## src/rtl/pt_walker_pkg.sv

```systemverilog
// Shared definitions for the translation walker: entry flag positions,
// fault cause codes and the walk state encoding.
package pt_walker_pkg;

    localparam int BIT_P   = 0;
    localparam int BIT_W   = 1;
    localparam int BIT_U   = 2;
    localparam int BIT_PWT = 3;
    localparam int BIT_PCD = 4;
    localparam int BIT_A   = 5;
    localparam int BIT_D   = 6;
    localparam int BIT_PS  = 7;

    typedef enum logic [1:0] {
        CAUSE_NP_DIR = 2'd0,
        CAUSE_NP_TBL = 2'd1,
        CAUSE_WRITE  = 2'd2,
        CAUSE_USER   = 2'd3
    } fault_cause_e;

    typedef enum logic [2:0] {
        ST_IDLE,
        ST_RD_DIR,
        ST_CHK_DIR,
        ST_RD_TBL,
        ST_CHK_TBL,
        ST_WB_DIR,
        ST_WB_LEAF,
        ST_RESP
    } walk_state_e;

endpackage

```

## src/rtl/pt_addr_gen.sv

```systemverilog
// Address formation for the walker. Pure combinational logic.
// Assumes that a top-level index and a second-level index, each with a
// two-bit word offset appended, fill exactly one page offset.
module pt_addr_gen #(
    parameter int ADDR_W = 32,
    parameter int OFFS_W = 12,
    parameter int IDX_W  = 10,
    localparam int FRAME_W = ADDR_W - OFFS_W,
    localparam int LARGE_W = OFFS_W + IDX_W
) (
    input  logic [FRAME_W-1:0] base_frame_i,
    input  logic [ADDR_W-1:0]  vaddr_i,
    input  logic [FRAME_W-1:0] dir_frame_i,
    input  logic [FRAME_W-1:0] leaf_frame_i,
    output logic [ADDR_W-1:0]  dir_addr_o,
    output logic [ADDR_W-1:0]  tbl_addr_o,
    output logic [ADDR_W-1:0]  pa_small_o,
    output logic [ADDR_W-1:0]  pa_large_o
);

    // Entry word addresses and the physical addresses for both page sizes.
    always_comb begin
        dir_addr_o = {base_frame_i, vaddr_i[ADDR_W-1:LARGE_W], 2'b00};
        tbl_addr_o = {dir_frame_i, vaddr_i[LARGE_W-1:OFFS_W], 2'b00};
        pa_small_o = {leaf_frame_i, vaddr_i[OFFS_W-1:0]};
        pa_large_o = {dir_frame_i[FRAME_W-1:IDX_W], vaddr_i[LARGE_W-1:0]};
    end

endmodule

```

## src/rtl/pt_perm_check.sv

```systemverilog
// Per-level presence and rights check. The writable and user rights
// arriving from the level above are narrowed by this entry's own bits.
// Assumes flags_i holds entry bits 2:0 (present, writable, user).
module pt_perm_check (
    input  logic [2:0] flags_i,
    input  logic       w_in_i,
    input  logic       u_in_i,
    input  logic       write_i,
    input  logic       user_i,
    output logic       present_o,
    output logic       w_o,
    output logic       u_o,
    output logic       write_fault_o,
    output logic       user_fault_o
);

    // Narrow the rights and flag any violation for this access.
    always_comb begin
        present_o     = flags_i[0];
        w_o           = w_in_i & flags_i[1];
        u_o           = u_in_i & flags_i[2];
        write_fault_o = write_i & ~w_o;
        user_fault_o  = user_i & ~u_o;
    end

endmodule

```

## src/rtl/pt_walker.sv

```systemverilog
// Two-level translation walker. It reads the top-level entry, then
// either stops at a large page or reads the second-level entry. It checks
// presence and rights, then writes back the accessed and modified flags
// that were clear. Assumes memory answers reads in the handshake cycle.
module pt_walker
    import pt_walker_pkg::*;
#(
    parameter int ADDR_W = 32,
    parameter int OFFS_W = 12,
    parameter int IDX_W  = 10,
    localparam int FRAME_W = ADDR_W - OFFS_W,
    localparam int LEVELS  = 2
) (
    input  logic               clk,
    input  logic               rst_n,
    input  logic               req_valid,
    output logic               req_ready,
    input  logic [ADDR_W-1:0]  req_vaddr,
    input  logic               req_write,
    input  logic               req_user,
    input  logic [FRAME_W-1:0] req_base,
    output logic               resp_valid,
    output logic               resp_fault,
    output logic [1:0]         resp_cause,
    output logic [ADDR_W-1:0]  resp_paddr,
    output logic               resp_pwt,
    output logic               resp_pcd,
    output logic               mem_valid,
    input  logic               mem_ready,
    output logic               mem_write,
    output logic [ADDR_W-1:0]  mem_addr,
    output logic [ADDR_W-1:0]  mem_wdata,
    input  logic [ADDR_W-1:0]  mem_rdata
);

    localparam logic [ADDR_W-1:0] A_MASK = ADDR_W'(1) << BIT_A;
    localparam logic [ADDR_W-1:0] D_MASK = ADDR_W'(1) << BIT_D;

    walk_state_e        state_q;
    logic [ADDR_W-1:0]  va_q;
    logic               wr_q;
    logic               usr_q;
    logic [FRAME_W-1:0] base_q;
    logic [ADDR_W-1:0]  pde_q;
    logic [ADDR_W-1:0]  pte_q;
    logic [ADDR_W-1:0]  paddr_q;
    logic               fault_q;
    fault_cause_e       cause_q;
    logic               pwt_q;
    logic               pcd_q;

    logic [ADDR_W-1:0]  dir_addr, tbl_addr, pa_small, pa_large, leaf;
    logic               need_dir_wb, need_leaf_wb;
    logic               chk_fault;
    fault_cause_e       chk_cause;

    logic [ADDR_W-1:0]  lvl_entry [LEVELS];
    logic [LEVELS-1:0]  lvl_present, lvl_wfault, lvl_ufault;
    logic [LEVELS-1:0]  w_in, u_in, w_out, u_out;

    pt_addr_gen #(.ADDR_W(ADDR_W), .OFFS_W(OFFS_W), .IDX_W(IDX_W)) u_addr (
        .base_frame_i (base_q),
        .vaddr_i      (va_q),
        .dir_frame_i  (pde_q[ADDR_W-1:OFFS_W]),
        .leaf_frame_i (pte_q[ADDR_W-1:OFFS_W]),
        .dir_addr_o   (dir_addr),
        .tbl_addr_o   (tbl_addr),
        .pa_small_o   (pa_small),
        .pa_large_o   (pa_large)
    );

    assign lvl_entry[0] = pde_q;
    assign lvl_entry[1] = pte_q;
    assign w_in = {w_out[0], 1'b1};
    assign u_in = {u_out[0], 1'b1};

    // One rights checker per level, chained from the top level downwards.
    for (genvar g = 0; g < LEVELS; g++) begin : g_lvl
        pt_perm_check u_chk (
            .flags_i       (lvl_entry[g][2:0]),
            .w_in_i        (w_in[g]),
            .u_in_i        (u_in[g]),
            .write_i       (wr_q),
            .user_i        (usr_q),
            .present_o     (lvl_present[g]),
            .w_o           (w_out[g]),
            .u_o           (u_out[g]),
            .write_fault_o (lvl_wfault[g]),
            .user_fault_o  (lvl_ufault[g])
        );
    end

    // Final entry selection and the write-back needs it implies.
    always_comb begin
        leaf         = pde_q[BIT_PS] ? pde_q : pte_q;
        need_dir_wb  = ~pde_q[BIT_A];
        need_leaf_wb = ~leaf[BIT_A] | (wr_q & ~leaf[BIT_D]);
    end

    // Fault decision for the level under check, presence before rights.
    always_comb begin
        int lvl;
        lvl       = (state_q == ST_CHK_TBL) ? 1 : 0;
        chk_fault = 1'b1;
        if (!lvl_present[lvl]) begin
            chk_cause = (lvl == 0) ? CAUSE_NP_DIR : CAUSE_NP_TBL;
        end else if (lvl_ufault[lvl]) begin
            chk_cause = CAUSE_USER;
        end else if (lvl_wfault[lvl]) begin
            chk_cause = CAUSE_WRITE;
        end else begin
            chk_cause = CAUSE_NP_DIR;
            chk_fault = 1'b0;
        end
    end

    // Walk sequencing and capture of entries and results.
    always_ff @(posedge clk) begin
        if (!rst_n) begin
            state_q <= ST_IDLE;
            va_q    <= '0;
            wr_q    <= 1'b0;
            usr_q   <= 1'b0;
            base_q  <= '0;
            pde_q   <= '0;
            pte_q   <= '0;
            paddr_q <= '0;
            fault_q <= 1'b0;
            cause_q <= CAUSE_NP_DIR;
            pwt_q   <= 1'b0;
            pcd_q   <= 1'b0;
        end else begin
            case (state_q)
                ST_IDLE: if (req_valid) begin
                    va_q    <= req_vaddr;
                    wr_q    <= req_write;
                    usr_q   <= req_user;
                    base_q  <= req_base;
                    state_q <= ST_RD_DIR;
                end
                ST_RD_DIR: if (mem_ready) begin
                    pde_q   <= mem_rdata;
                    state_q <= ST_CHK_DIR;
                end
                ST_CHK_DIR: begin
                    if (chk_fault && (!pde_q[BIT_P] || pde_q[BIT_PS])) begin
                        fault_q <= 1'b1;
                        cause_q <= chk_cause;
                        paddr_q <= '0;
                        pwt_q   <= 1'b0;
                        pcd_q   <= 1'b0;
                        state_q <= ST_RESP;
                    end else if (pde_q[BIT_PS]) begin
                        fault_q <= 1'b0;
                        paddr_q <= pa_large;
                        pwt_q   <= leaf[BIT_PWT];
                        pcd_q   <= leaf[BIT_PCD];
                        state_q <= need_leaf_wb ? ST_WB_LEAF : ST_RESP;
                    end else begin
                        state_q <= ST_RD_TBL;
                    end
                end
                ST_RD_TBL: if (mem_ready) begin
                    pte_q   <= mem_rdata;
                    state_q <= ST_CHK_TBL;
                end
                ST_CHK_TBL: begin
                    if (chk_fault) begin
                        fault_q <= 1'b1;
                        cause_q <= chk_cause;
                        paddr_q <= '0;
                        pwt_q   <= 1'b0;
                        pcd_q   <= 1'b0;
                        state_q <= ST_RESP;
                    end else begin
                        fault_q <= 1'b0;
                        paddr_q <= pa_small;
                        pwt_q   <= leaf[BIT_PWT];
                        pcd_q   <= leaf[BIT_PCD];
                        state_q <= need_dir_wb  ? ST_WB_DIR  :
                                   need_leaf_wb ? ST_WB_LEAF : ST_RESP;
                    end
                end
                ST_WB_DIR: if (mem_ready) begin
                    state_q <= need_leaf_wb ? ST_WB_LEAF : ST_RESP;
                end
                ST_WB_LEAF: if (mem_ready) begin
                    state_q <= ST_RESP;
                end
                default: state_q <= ST_IDLE;
            endcase
        end
    end

    // Memory port request for the current state.
    always_comb begin
        mem_valid = 1'b0;
        mem_write = 1'b0;
        mem_addr  = dir_addr;
        mem_wdata = '0;
        case (state_q)
            ST_RD_DIR: mem_valid = 1'b1;
            ST_RD_TBL: begin
                mem_valid = 1'b1;
                mem_addr  = tbl_addr;
            end
            ST_WB_DIR: begin
                mem_valid = 1'b1;
                mem_write = 1'b1;
                mem_wdata = pde_q | A_MASK;
            end
            ST_WB_LEAF: begin
                mem_valid = 1'b1;
                mem_write = 1'b1;
                mem_addr  = pde_q[BIT_PS] ? dir_addr : tbl_addr;
                mem_wdata = leaf | A_MASK | (wr_q ? D_MASK : '0);
            end
            default: ;
        endcase
    end

    // Response and request-side outputs.
    always_comb begin
        req_ready  = (state_q == ST_IDLE);
        resp_valid = (state_q == ST_RESP);
        resp_fault = fault_q;
        resp_cause = cause_q;
        resp_paddr = paddr_q;
        resp_pwt   = pwt_q;
        resp_pcd   = pcd_q;
    end

endmodule

```

## config.mk

```make
export PLATFORM = sky130hd
export DESIGN_NAME = pt_walker
export DESIGN_NICKNAME = d
export VERILOG_FILES = /design/src/rtl/pt_walker_pkg.sv /design/src/rtl/pt_addr_gen.sv /design/src/rtl/pt_perm_check.sv /design/src/rtl/pt_walker.sv
export SDC_FILE = /design/constraint.sdc
export NUM_CORES = 1
export LEC_CHECK = 0
export ABC_AREA = 1
export BUFFER_PORTS_ARGS = -buffer_cell sky130_fd_sc_hd__buf_4
export CORE_UTILIZATION = 48
export DETAILED_ROUTE_END_ITERATION = 8
export HOLD_SLACK_MARGIN = 0.1
export PLACE_DENSITY = 0.73
export SLEW_MARGIN = 20
export SYNTH_ARGS = -nofsm -noshare
export SYNTH_HDL_FRONTEND = slang
export SYNTH_SLANG_ARGS = --single-unit
```

## constraint.sdc

```tcl
create_clock -name clk -period 2 [get_ports clk]
set_clock_uncertainty 0.15 [all_clocks]
set_input_delay 0.3 -clock clk [delete_from_list [all_inputs] [get_ports clk]]
set_output_delay 0.3 -clock clk [all_outputs]
set_load 0.01 [all_outputs]
```

==> results.json, run 1 <==
{
  "outcome": "finished with violations",
  "violations": "setup timing",
  "grt_max_degree": 83,
  "stdcell_count": 1449,
  "drt_pass1_iterations": 8,
  "worst_slack_ns": -0.402,
  "worstHoldStart": "rst_n",
  "cts.sinks": 158,
  "die_x_um": 122,
  "seq_area_frac_synth_pct": 45.9,
  "drtIter0Drc": 826,
  "port_buffers": 192,
  "fmax_mhz": 416,
  "dp_slack_ns": 0.0122,
  "grt_pass1_vias": 7358,
  "synthToLayoutAreaGrowth_pct": 61.9,
  "clk_pin_slew_worst_paths_ns": 0.06,
  "syn_area_um2": 6900,
  "ys_warn_count": 0,
  "viasPerCell": 5.68,
  "crit_chain": "inv_4, nor2_4, nand2_4, o21ai_4, buf_12, clkinvlp_4, o21ai_2, buf_6",
  "cts_buffer_depth": 2,
  "tritoncts": "built",
  "wl_um": 26900,
  "r2r_end": "resp_cause[1]",
  "synth_cell_types": 31,
  "grt_overflow_total": 0,
  "worstPathBufferInverterCount": 4,
  "cts_made_buffers": 17,
  "dieArea_um2": 14900,
  "min_period_ns": 2.40,
  "insertion_delay_ns": 0.43,
  "gp_congestion": 0.913,
  "final_area_um2": 11200,
  "rows": 43,
  "synth.top_cell.area_share_pct": 45.9,
  "num_io_pins": 195,
  "antenna_found_initial": 0,
  "hold_class": "in2reg",
  "drc": 0,
  "coreArea_um2": 13900,
  "fin_nets": 1345,
  "rsz0062_at_grt": "true",
  "cp_data_required_time_ns": 1.55,
  "startpoint_type": "flip-flop",
  "leakage_nw": 5.02,
  "critPathSlowestCell": "dfxtp_4",
  "grt_pass1_wl_um": 37800,
  "reg2reg_depth": 9,
  "max_cap_viol_count": 0,
  "syn_avg_cell_area_um2": 7.24,
  "synth.top_cells.by_area": "dfxtp_1 46%, o21ai_0 11%, nand3_1 8.2%",
  "drive_gt1_share_pct": 34.5,
  "worstPathArrival_ns": 1.95,
  "root_buffer": "clkbuf_16",
  "dpl.cell_count": 1292,
  "critPathMaxStageDelay_ns": 0.38,
  "holdPathStages": 3,
  "htreeDepth": 4,
  "vias": 8237,
  "start_util_pct": 49.5,
  "wl_per_cell_um": 18.6,
  "final_hold_viol_count": 0,
  "dp_hpwl_um": 14800,
  "min_to": "pde_q[10]",
  "r2r_setup_slack_ns": -0.23,
  "yosys.area.top_type": "dfxtp_1",
  "period_share_pct": 120,
  "setup_violations": 103,
  "peakVddDrop_uv": 942,
  "drv_slew": 0,
  "startpoint": "state_q[1]",
  "power.density_nw_per_um2": 1230,
  "critPathCaptureType": "output port",
  "cp_top_family": "buffers and inverters",
  "dieHeight_um": 122,
  "critical_path_class": "reg2out",
  "drt.antenna.violating_nets": 0,
  "netlist_instances": 953,
  "worst-path-max-fanout": 5,
  "synth-seq-cells": 158,
  "rr_startpoint": "state_q[0]",
  "placed_area_um2": 8600,
  "setup_tns_ns": -24.32,
  "track_usage_pct": 33.2
}
==> repair_timing <==
action | 4_1_cts | 5_1_grt
pin swaps | 10 | 13
setup buffers | 15 | 13
hold endpoints to repair | 119 | 0
gates resized for setup | 121 | 122
hold buffers | 89 | 0
setup endpoints to repair | 63 | 109
cloned | 8 | 5
==> flip-flops by register name (all words and copies together), names as in the netlist, 2 cells and up <==
signal and count:
pde_q 32, resp_cause 2, base_q 20, pte_q 32, va_q 32, resp_paddr 32
state_q 3
==> cells in the final DEF, fill, tap and decap left out, drive strengths merged <==
cell and instances:
o21ai 158, a21oi 93, o211ai 1, nor3 1, nand3 115, bufinv 1
a32o 17, diode 1, buf 264, clkinvlp 4, clkbuf 26, dfxtp 158
inv 80, nor2 103, or2 21, conb 2, a211oi 1, nand2 125
o22ai 1, clkinv 8, nand4 1, dlygate4sd3 87, bufbuf 1
==> report_power, final <==
part	internal, mW	switching (mW)
logic	2.85	3.45
registers	3.88	0.522
clock network	1.77	1.29
==> area by class of cell <==
cell class	instances	area [um^2]
inverter	82	329
clock inverter	10	90.1
fill	920	2770
clock buffer	22	464
multi-input combinational	639	3550
timing repair inverter	1	7.51
sequential	158	3180
timing repair buffer	356	3320
antenna	1	2.50
tap	180	225
==> worst reg2reg max path, stage by stage (launching register included) <==
cell      delay, ns
dfxtp_4        0.37
buf_6          0.13
buf_4          0.14
buf_4          0.13
nor3_1         0.32
nand2_1        0.22
nand2_4        0.19
buf_4          0.21
a21oi_1        0.09
a211oi_1       0.18
==> kinds of logic (layout without fill, tap and decap cells) <==
| family | Yosys count | after routing | synth area share (%) |
|---|---|---|---|
| and+or+nand+nor | 366 | 366 | 23.5 |
| AOI/OAI and AO/OA | 271 | 271 | 21.2 |
| DFF | 158 | 158 | 45.9 |
| buffers and inverters | 157 | 471 | 9.45 |
| other | 1 | 3 | 0.0544 |
==> synthesized netlist by cell type <==
cell type    n
nor2_4       1
o211ai_1     1
dfxtp_1    158
buf_1        4
conb_1       1
buf_4        8
nand2_1    122
o21ai_2      3
inv_1       76
a211oi_1     1
o21ai_1      5
a32o_1      17
buf_2       25
clkinv_1     1
or2_1        1
nand2_4      1
inv_2        5
o22ai_1      1
nor3_1       1
clkbuf_1    37
or2_2       20
nand2_2      2
nand4_1      1
nand3_1    113
nand3_2      1
o21ai_0    150
nor2_1      99
a21oi_1     93
clkbuf_2     1
nor2_2       3
nand3_4      1
==> metal layers <==
| metal | vias to the layer above | wire, um | track usage (%) |
|---|---|---|---|
| li1 | 3785 | - | - |
| met2 | 472 | 13500 | 55.7 |
| met4 | 0 | 1210 | 17.1 |
| met5 | - | 0 | 0 |
| met3 | 107 | 2100 | 5.85 |
| met1 | 3873 | 10100 | 40.5 |
==> worst max-delay path by stage <==
stage	endpoint	slack [ns]	cells after the start
after floorplan	mem_wdata[15]	0.07	7
after global placement	state_q[0]	0.06	10
after detailed placement	mem_wdata[28]	0.01	8
after CTS	mem_wdata[28]	-0.28	8
after global routing	mem_wdata[28]	-0.46	8
final	mem_wdata[28]	-0.40	8
==> per-stage QoR <==
| step | hold WS, ns | util (%) | total power [mW] |
|---|---|---|---|
| after floorplan | 0.274 | - | 7.15 |
| after global placement | 0.283 | 61.7 | 8.92 |
| after detailed placement | 0.289 | 61.7 | 8.99 |
| after CTS | 0.104 | 76.1 | 12.7 |
| after global routing | 0.118 | 80.1 | 14.4 |
| final | 0.125 | 80.1 | 13.8 |
No activity file was read; power rests on OpenSTA's default activity.
==> inputs of run 2 (changes only) <==
--- a/config.mk
+++ b/config.mk
@@ -7,6 +7,7 @@
 export LEC_CHECK = 0
 export ABC_AREA = 1
 export BUFFER_PORTS_ARGS = -buffer_cell sky130_fd_sc_hd__buf_4
+export CORE_MARGIN = 3
 export CORE_UTILIZATION = 48
 export DETAILED_ROUTE_END_ITERATION = 8
 export HOLD_SLACK_MARGIN = 0.1
==> results.json, run 2 (same netlist as run 1, synthesis figures left out) <==
{
  "worst_path_most_repeated_cell": "nand2_4",
  "root_buffer": "clkbuf_16",
  "dieArea_um2": 15800,
  "max_cap_viol_count": 0,
  "wl_per_cell_um": 20.9,
  "wl_um": 30200,
  "critical_path_class": "reg2out",
  "drc": 0,
  "setup_tns_ns": -17.14,
  "fin_nets": 1343,
  "drt_pass1_iterations": 7,
  "final_hold_viol_count": 0,
  "grt_pass1_vias": 7528,
  "start_util_pct": 49.3,
  "cp_data_required_time_ns": 1.55,
  "dp_hpwl_um": 14500,
  "hold_class": "in2reg",
  "outcome": "finished with violations",
  "cts_buffer_depth": 2,
  "worst-path-max-fanout": 7,
  "highest_layer": "met4",
  "dieHeight_um": 126,
  "port_buffers": 192,
  "grt_max_degree": 130,
  "track_usage_pct": 29.8,
  "cp_top_family": "buffers and inverters",
  "fillers": 784,
  "dp_slack_ns": -0.0522,
  "critPathMaxStageDelay_ns": 0.35,
  "final_common_cell": "buf_4",
  "grt_pass1_wl_um": 38300,
  "cts.sinks": 158,
  "power.density_nw_per_um2": 1330,
  "route.met2.wl_um": 14700,
  "worstPathArrival_ns": 1.87,
  "crit_chain": "inv_2, nor2_4, nand2_4, inv_4, nand2_4, nand2_8, buf_6, buf_16, nand2_4, o21ai_2, buf_4",
  "seqCellArea_um2": 3170,
  "drive_gt1_share_pct": 37.5,
  "tightest_slew_ns": 0.684,
  "critPathSlowestCell": "dfxtp_2",
  "synthToLayoutAreaGrowth_pct": 69.1,
  "period_share_pct": 116,
  "slew-limit-headroom_pct": 54.3,
  "violations": "setup timing",
  "htreeDepth": 4,
  "critPathCaptureType": "output port",
  "multi_input_area_um2": 3850,
  "antenna_found_initial": 0,
  "viasPerCell": 5.87,
  "num_io_pins": 195,
  "hold_ws_ns": 0.237,
  "final_cell_mix": "215 x buf_4, 155 x dfxtp_1, 96 x nor2_1, 94 x o21ai_0, 91 x a21oi_1",
  "cts_made_buffers": 17,
  "rsz0062_at_grt": "true",
  "fmax_mhz": 431,
  "worst_slack_ns": -0.322,
  "drt.antenna.violating_nets": 0,
  "worstPathBufferInverterCount": 5,
  "vias": 8497,
  "startpoint_type": "flip-flop",
  "setup_violations": 90,
  "insertion_delay_ns": 0.43,
  "min_period_ns": 2.32,
  "wl_met3_um": 2620,
  "gp_congestion": 0.877,
  "clk_pin_slew_worst_paths_ns": 0.06,
  "coreArea_um2": 14000,
  "die_x_um": 126,
  "drt-met1-wl_um": 11200,
  "leakage_nw": 5.19,
  "rows": 43,
  "peakVddDrop_uv": 874,
  "tritoncts": "built",
  "grt_overflow_total": 0,
  "drtIter0Drc": 851,
  "drv_slew": 0
}
-- run 2: changes by cell type in the layout (fill, tap and decap cells not counted), moves of 6 or more --
cell       previous run  this run
o21ai_2              33        23
nand3_1             105        60
o21ai_0             108        94
buf_6                32        25
nand3_2               5        49
a32o_2                9         2
o21ai_1              12        33
a32o_1                8        15
nand2_1              91        84
bufinv_16             1         7
-- run 2: path summary, 6_finish.rpt --
kind	start	endpoint	slack, ns	cells past startpoint
max	state_q[1]	mem_addr[26]	-0.32	11
min	mem_ready	pde_q[7]	0.24	3
max reg2reg	state_q[0]	resp_paddr[29]	-0.16	14
min reg2reg	va_q[9]	resp_paddr[9]	0.30	2
-- run 2: layout make-up --
cell class / instances / share of cell area [%]
Antenna cell: 1 / 0.0215
Clock buffer: 18 / 3.77
Clock inverter: 14 / 2.24
Inverter: 82 / 2.79
Multi-Input combinational cell: 640 / 33.0
Sequential cell: 158 / 27.2
Tap cell: 180 / 1.93
Timing Repair Buffer: 354 / 29.0
-- run 2: metal layers --
layer	GRT usage, %	vias to the layer above
li1	-	3786
met1	35.9	3979
met2	53.0	569
met3	5.09	163
met4	11.6	0
met5	0	-
-- run 2: stage by stage --
stage | util (%) | cell area (um^2) | power, mW | instances
floorplan | - | 6900 | 7.15 | 954
CTS | 76.2 | 10700 | 13.6 | 1419
finish | 83.4 | 11700 | 15.5 | 1447
global placement | 61.4 | 8590 | 8.90 | 1284
global route | 83.3 | 11700 | 16.1 | 1446
detailed placement | 61.4 | 8590 | 8.97 | 1284
-- run 2: worst min-delay path, stage by stage --
cell,delay [ns]
buf_4,0.13
nand3_2,0.23
a21oi_1,0.11
-- run 2: timing repair --
item / CTS / global route
endpoints found under the hold margin: 118 / 0
resized for setup: 107 / 172
hold buffers: 87 / 0
endpoints found under the setup margin: 77 / 119
setup buffers: 11 / 14
gates cloned: 6 / 13
pin swaps: 5 / 35
-- run 2: report_power, final --
part           internal (mW)  leakage, nW  switching (mW)
Clock                   2.50        0.337            1.38
Combinational           3.27         3.56            3.94
Sequential              3.87         1.29           0.544
Total                   9.64         5.19            5.87
